==> config.mk <==
export PLATFORM = sky130hd
export DESIGN_NAME = gshare_pred
export DESIGN_NICKNAME = d
export VERILOG_FILES = /design/src/rtl/gshare_pkg.sv /design/src/rtl/gshare_index.sv /design/src/rtl/gshare_hist.sv /design/src/rtl/gshare_ctr_step.sv /design/src/rtl/gshare_pht.sv /design/src/rtl/gshare_pred.sv
export SDC_FILE = /design/constraint.sdc
export NUM_CORES = 1
export LEC_CHECK = 0
export ABC_AREA = 1
export BUFFER_PORTS_ARGS = -buffer_cell sky130_fd_sc_hd__buf_2
export CAP_MARGIN = 20
export CORE_MARGIN = 3
export CORE_UTILIZATION = 27
export DETAILED_ROUTE_END_ITERATION = 10
export PLACE_DENSITY_LB_ADDON = 0.05
export SYNTH_ARGS = -nofsm -noshare
export SYNTH_HDL_FRONTEND = slang
export SYNTH_SLANG_ARGS = --single-unit
==> constraint.sdc <==
create_clock -name clk_i -period 2.4 [get_ports clk_i]
set_clock_uncertainty 0.15 [all_clocks]
set_input_delay 0.36 -clock clk_i [delete_from_list [all_inputs] [get_ports clk_i]]
set_output_delay 0.36 -clock clk_i [all_outputs]
set_load 0.05 [all_outputs]
==> src/rtl/gshare_pkg.sv <==
package gshare_pkg;
  typedef logic [1:0] ctr_t;
  localparam ctr_t CTR_MIN     = 2'b00;
  localparam ctr_t CTR_WEAK_NT = 2'b01;
  localparam ctr_t CTR_MAX     = 2'b11;
endpackage

==> src/rtl/gshare_index.sv <==
module gshare_index #(
  parameter int PC_W  = 32,
  parameter int IDX_W = 8
) (
  input  logic [PC_W-1:0]  pc_i,
  input  logic [IDX_W-1:0] hist_i,
  output logic [IDX_W-1:0] idx_o
);
  // word-aligned PC bits, low two dropped
  assign idx_o = pc_i[IDX_W+1:2] ^ hist_i;
endmodule

==> src/rtl/gshare_hist.sv <==
module gshare_hist #(
  parameter int HIST_W = 8
) (
  input  logic              clk_i,
  input  logic              rst_ni,
  input  logic              shift_i,
  input  logic              bit_i,
  output logic [HIST_W-1:0] hist_o
);
  logic [HIST_W-1:0] hist_d;

  generate
    if (HIST_W > 1) begin : g_wide
      assign hist_d = {hist_o[HIST_W-2:0], bit_i};
    end else begin : g_one
      assign hist_d = bit_i;
    end
  endgenerate

  always_ff @(posedge clk_i or negedge rst_ni) begin
    if (!rst_ni)      hist_o <= '0;
    else if (shift_i) hist_o <= hist_d;
  end
endmodule

==> src/rtl/gshare_ctr_step.sv <==
module gshare_ctr_step
  import gshare_pkg::*;
(
  input  ctr_t cur_i,
  input  logic taken_i,
  output ctr_t nxt_o
);
  always_comb begin
    nxt_o = cur_i;
    if (taken_i) begin
      if (cur_i != CTR_MAX) nxt_o = cur_i + 2'd1;
    end else begin
      if (cur_i != CTR_MIN) nxt_o = cur_i - 2'd1;
    end
  end
endmodule

==> src/rtl/gshare_pht.sv <==
module gshare_pht
  import gshare_pkg::*;
#(
  parameter int ENTRIES = 256,
  localparam int IDX_W  = $clog2(ENTRIES)
) (
  input  logic             clk_i,
  input  logic             rst_ni,
  input  logic [IDX_W-1:0] lk_idx_i,
  output ctr_t             lk_ctr_o,
  input  logic [IDX_W-1:0] up_idx_i,
  output ctr_t             up_ctr_o,
  input  logic             wr_en_i,
  input  ctr_t             wr_ctr_i
);
  ctr_t tbl_q [ENTRIES];

  // reads see the stored value; writes land at the edge
  assign lk_ctr_o = tbl_q[lk_idx_i];
  assign up_ctr_o = tbl_q[up_idx_i];

  always_ff @(posedge clk_i or negedge rst_ni) begin
    if (!rst_ni) begin
      for (int i = 0; i < ENTRIES; i++) tbl_q[i] <= CTR_WEAK_NT;
    end else if (wr_en_i) begin
      tbl_q[up_idx_i] <= wr_ctr_i;
    end
  end
endmodule

==> src/rtl/gshare_pred.sv <==
module gshare_pred
  import gshare_pkg::*;
#(
  parameter int PHT_ENTRIES = 256,
  parameter int PC_W        = 32
) (
  input  logic            clk_i,
  input  logic            rst_ni,
  input  logic [PC_W-1:0] lookup_pc_i,
  output logic            pred_taken_o,
  input  logic            upd_valid_i,
  input  logic            upd_taken_i,
  input  logic [PC_W-1:0] upd_pc_i
);
  localparam int IDX_W = $clog2(PHT_ENTRIES);

  logic [IDX_W-1:0] hist_q;
  logic [IDX_W-1:0] lk_idx;
  logic [IDX_W-1:0] up_idx;
  ctr_t             lk_ctr;
  ctr_t             upd_ctr;
  ctr_t             nxt_ctr;

  gshare_index #(.PC_W(PC_W), .IDX_W(IDX_W)) u_lk_idx (
    .pc_i(lookup_pc_i), .hist_i(hist_q), .idx_o(lk_idx)
  );

  // update index uses pre-shift history
  gshare_index #(.PC_W(PC_W), .IDX_W(IDX_W)) u_up_idx (
    .pc_i(upd_pc_i), .hist_i(hist_q), .idx_o(up_idx)
  );

  gshare_pht #(.ENTRIES(PHT_ENTRIES)) u_pht (
    .clk_i    (clk_i),
    .rst_ni   (rst_ni),
    .lk_idx_i (lk_idx),
    .lk_ctr_o (lk_ctr),
    .up_idx_i (up_idx),
    .up_ctr_o (upd_ctr),
    .wr_en_i  (upd_valid_i),
    .wr_ctr_i (nxt_ctr)
  );

  gshare_ctr_step u_step (
    .cur_i(upd_ctr), .taken_i(upd_taken_i), .nxt_o(nxt_ctr)
  );

  gshare_hist #(.HIST_W(IDX_W)) u_hist (
    .clk_i   (clk_i),
    .rst_ni  (rst_ni),
    .shift_i (upd_valid_i),
    .bit_i   (upd_taken_i),
    .hist_o  (hist_q)
  );

  assign pred_taken_o = lk_ctr[1];
endmodule

Yosys cells after proc, flatten, opt, wreduce, memory -nomap -nowiden
Cells that the tools add are included.
Word-level totals
  register bits after elaboration: 520
  logic and storage cells: 281
Operators by class
  $add $sub $neg: 2
  $lt $le $gt $ge: 3
  equality and inequality tests: 1
  muxes and demuxes: 12
  bitwise logic cells: 4
  reductions and logical operators: 2
Operator list (count)
  $bwmux W512: 1
  $bmux W2 S8: 2
  $ge A9 B9 Y1 const B: 2
  $not A8 Y9: 2
  $demux W2 S8: 1
  $mux W2: 8
  $xor A8 B8 Y8: 2
  $lt A9 B1 Y1 const B: 1
  $add A2 B1 Y2 const B: 1
  $ne A2 B2 Y1 const B: 1
  $reduce_bool A2 Y1: 1
  $sub A2 B1 Y2 const B: 1
  $logic_and A1 B1 Y1: 1

Logic depth before layout (Yosys ltp)
  depth in word-level cells: 9
  gate-level depth with buffers: 22
  gate-level depth less buffers: 18

By module
A second synthesis with hierarchy kept.
Second synthesis, totals
  cell total of the unflattened synthesis: 4307
  area, all modules: 29513.3 µm²
Modules (own cells, without submodules)
  gshare_pht: times used 1, cells each 4187, area an instance 28882.7 µm²
  gshare_hist: times used 1, cells each 34, area an instance 305.3 µm²
  gshare_index: times used 2, cells each 40, area an instance 150.1 µm²
  gshare_ctr_step: times used 1, cells each 6, area an instance 25.0 µm²

Worst setup path before layout
OpenSTA, ideal clock, no wires.
  kind: register -> output
  start point: register u_hist.hist_o[1]
  end point: output pred_taken_o
  arrival time: 2.263 ns
  data required time: 1.890 ns
  setup slack: -0.373 ns
  cell stages (with the launch flop): 13
  path through: dfrtp_1 xnor2_1 inv_1 clkbuf_1 clkbuf_1 o21ai_0 o211ai_1 o211ai_1 nand3_1 nand3_1 nand3_1 nand3_1 nand2_1
Between the ends
  word-level cells in the longest chain between the ends: 5
Ends and longest elaborated chain
  from (decl): line gshare_hist.sv:8  | output logic [HIST_W-1:0] hist_o
  from (signal assigned): line gshare_hist.sv:22  | else if (shift_i) hist_o <= hist_d;
  $xor A8 B8 Y8: line gshare_index.sv:10  | assign idx_o = pc_i[IDX_W+1:2] ^ hist_i;
  $not A8 Y9 (implied by the code): line gshare_pht.sv:19  | assign lk_ctr_o = tbl_q[lk_idx_i];
  $bmux W2 S8: line gshare_pht.sv:19
  $mux W2 (implied by the code) (2 in a row): line gshare_pht.sv:19
  to (decl): line gshare_pred.sv:10  | output logic pred_taken_o,
No other way between the ends. The select of a mux whose other input is x is not followed.

Final worst setup path
  start point: register u_hist.hist_o[0]
  end point: output pred_taken_o
Same word-level chain as after synthesis.

==> reports/metrics.cfg <==
[run_status]
result_of_the_run=finished with violations
failed_checks=negative setup slack

[drt]
firstDrtPassIters=5
drcViolationCount=0
route.antenna.remaining_nets=0
num_vias=33200
wirelength_um=164000
viasPerCell=4.91
drt_iter0_markers=2726
routedWlPerCell_um=24.2

[layout]
final-seq-area_um2=13300
final.fill_count=11400
multi_input_area_um2=16200
area_delta_synth_final_pct=51.5
final_layout_size_suffix_gt1_share_pct=32.2
design.final.nets=5283
stdcell_area_um2=45900

[grt]
initial_antenna_violation_count=7
first_global_vias=32500
grt.total_usage_pct=27.3
wire_length_of_the_first_global_routing_pass_um=233000
globalRoute.totalOverflow=0
grt_start_max_net_pins=84

[synthesis]
synth_area_um2=30300
synthTopCellsByArea=nand2_1 (23%), dfstp_2 (22%), dfrtp_1 (22%)
yosys_warnings=0
yosysSeqAreaShare_pct=44.0
synth.avg_cell_area_um2=6.77
yosys_register_bits=520
top_cell_type_s_share_of_synthesized_area_pct=23.1
netlist_cell_types=26
number_of_instances_in_the_synthesized_netlist=4476
post-synth-top-area-cell=nand2_1
synthesis.nets=4544

[power]
comb_power_share_pct=47.3
cellLeakagePower_uw=0.0211
power_density_nw_per_um2=939
p_sw_share_pct=38.6
worst_ir_drop_vdd_mv=0.543
p_int_uw=26500
net-switching-power_uw=16600
clock_power_share_pct=25.9
seq_power_share_pct=26.8

[critical_path]
critical_path.reg2reg.endpoint=u_pht.tbl_q[136]
crit_slowest_cell=dfrtp_2
crit_path_cell_trace=buf_6, nand2_8, nand2_8, buf_12, or2_2, o211ai_1, o21ai_0, o211ai_1, nand3_2, nand3_4, nand3_2, nand3b_1, nand2_4, buf_12
crit_path_max_incr_delay_ps=430
timing.rr.start=u_hist.hist_o[1]
worst-r2r-setup-slack_ps=-1180
worst_r2r_path_depth=24
setup.worst_path.start_class=flip-flop
worst_path_maximum_fanout=7
critical_path.startpoint=u_hist.hist_o[0]
crit_path_end=pred_taken_o
crit_end_category=output pin
critPathArrivalTime_ps=3310
worstPathRequired_ps=1890
path_class=reg2out

[cts]
numCtsBuffers=73
clkLatencyLatePin_ps=670
cts.reportedPaths.clkPinSlew_ps=60
cts_root_buffer=clkbuf_16
cts.sink_count=520
cts_tree=done
htree_num_levels=3
cts_buffer_depth=3

[sta]
final_min_period_over_clock_period_pct=159
max_freq_mhz=262
finalHoldViolCount=0
rsz0062_at_grt=yes
timing.hold.ws_ps=42.3
worstMarginPinSlew_ps=629
setup-tns-final_ps=-547400
final-setup-viol-count=513
relSlewSlack_pct=57.7
post-route-min-period_ps=3820
worst_slack_ps=-1420
report.final.slew_viol_count=0

[floorplan]
design.core.area_um2=111000
starting_density_pct=27.3
die-height_um=341
fp.dieArea_um2=116000
fp.dieW_um=341
fp-row-count=122
pin_count=69

[flow_run]
cap_violations=0

[placed_design]
hpwl_um=103000
io_buffer_count=20
gp_congestion=0.856
dpl-instance-area_um2=39200

[hold_path]
timing.hold.worst.class=in2async

-- worst max-delay path, delay by kind of cell (launching register included) --
kind                   cells  cell delay (ps)
AND/OR/NAND/NOR            8             1160
buffers and inverters      3              490
flip-flops                 1              430
AO/OA/AOI/OAI              3              570
-- cell families after synthesis --
family / share of synthesized area [%]
simple gates: 42.2
buf+inv: 8.35
flops: 44.0
compound gates: 4.94
xor+xnor: 0.463
-- placed cells by master (no fill, tap or decap), drive strengths merged --
cell / instances
clkbuf: 124
o22ai: 17
dfstp: 256
dlygate4sd3: 2
nand3: 714
dfrtp: 264
clkinvlp: 2
diode: 4
bufbuf: 3
xor2: 2
xnor2: 14
clkinv: 36
nand3b: 1
nand4: 3
inv: 349
buf: 913
bufinv: 3
o21ai: 82
nor3: 152
nand2: 1871
o211ai: 126
or2: 61
nor2: 274
o221ai: 4
-- through the flow --
step                worst slack, ps  power, µW  cells  utilization [%]
global placement              -1340      25900   6481             35.3
floorplan                     -41.8      18400   4476                -
CTS                           -1380      42000   6727             40.6
detailed placement            -1320      25800   6481             35.3
global route                  -1440      44700   6763             41.3
finish                        -1420      43100   6765             41.3
-- synth_stat cells --
library cell and count:
xnor2_1 14, nand2_2 1, buf_2 95, buf_1 27
dfrtp_1 264, nand4_1 2, xor2_1 2, or2_2 61
o21ai_0 78, dfstp_2 256, clkinv_1 19, o211ai_1 126
inv_1 347, buf_4 4, o22ai_1 17, o221ai_1 4
inv_2 2, o21ai_1 4, clkbuf_2 1, nand3_1 714
nor3_1 152, nand4_2 1, clkbuf_1 143, nand3b_1 1
nand2_1 1867, nor2_1 274
-- sequential cells by signal, indices dropped and copies added, names as in the netlist --
| signal | cells |
|---|---|
| u_pht.tbl_q | 512 |
| u_hist.hist_o | 8 |
-- metal layers --
layer | track usage [%] | vias up | wire [µm]
met1 | 39.5 | 16300 | 77600
met4 | 6.22 | 0 | 4110
li1 | - | 15800 | -
met2 | 43.1 | 910 | 73300
met3 | 3.66 | 204 | 8750
met5 | 0 | - | 0
-- worst min-delay path by stage --
stage / startpoint / end / depth (start not counted)
after CTS: rst_ni / u_pht.tbl_q[417] / 2
after global placement: rst_ni / u_pht.tbl_q[307] / 1
after floorplan: rst_ni / u_hist.hist_o[0] / 0
final: rst_ni / u_pht.tbl_q[431] / 2
after global routing: rst_ni / u_pht.tbl_q[431] / 2
after detailed placement: rst_ni / u_pht.tbl_q[307] / 1
-- power groups by stage --
stage	Clock, µW	Sequential [µW]	Combinational (µW)
4_1_cts	11400	11500	19000
3_5_place_dp	0	11600	14200
2_1_floorplan	0	11400	6950
6_report	11200	11500	20400
5_1_grt	11700	11700	21300
3_3_place_gp	0	11700	14200
-- cell type report --
type                       count  area share (%)
clock inverter                22           0.447
timing repair buffer         931            23.3
sequential                   520            29.1
multi-input combinational   3321            35.3
antenna                        4          0.0218
tap                         1488            4.06
inverter                     368            3.08
clock buffer                 111            4.78
-- repair_timing --
| item | in CTS | in global routing |
|---|---|---|
| gates resized for setup | 353 | 78 |
| endpoints found under the setup margin | 513 | 513 |
| buffers inserted | 59 | 27 |
| pin swaps | 56 | 65 |
| hold endpoints to repair | 246 | 0 |
| hold buffers | 2 | 0 |
| gates cloned | 53 | 16 |
Power figures use the tool's default switching activity.
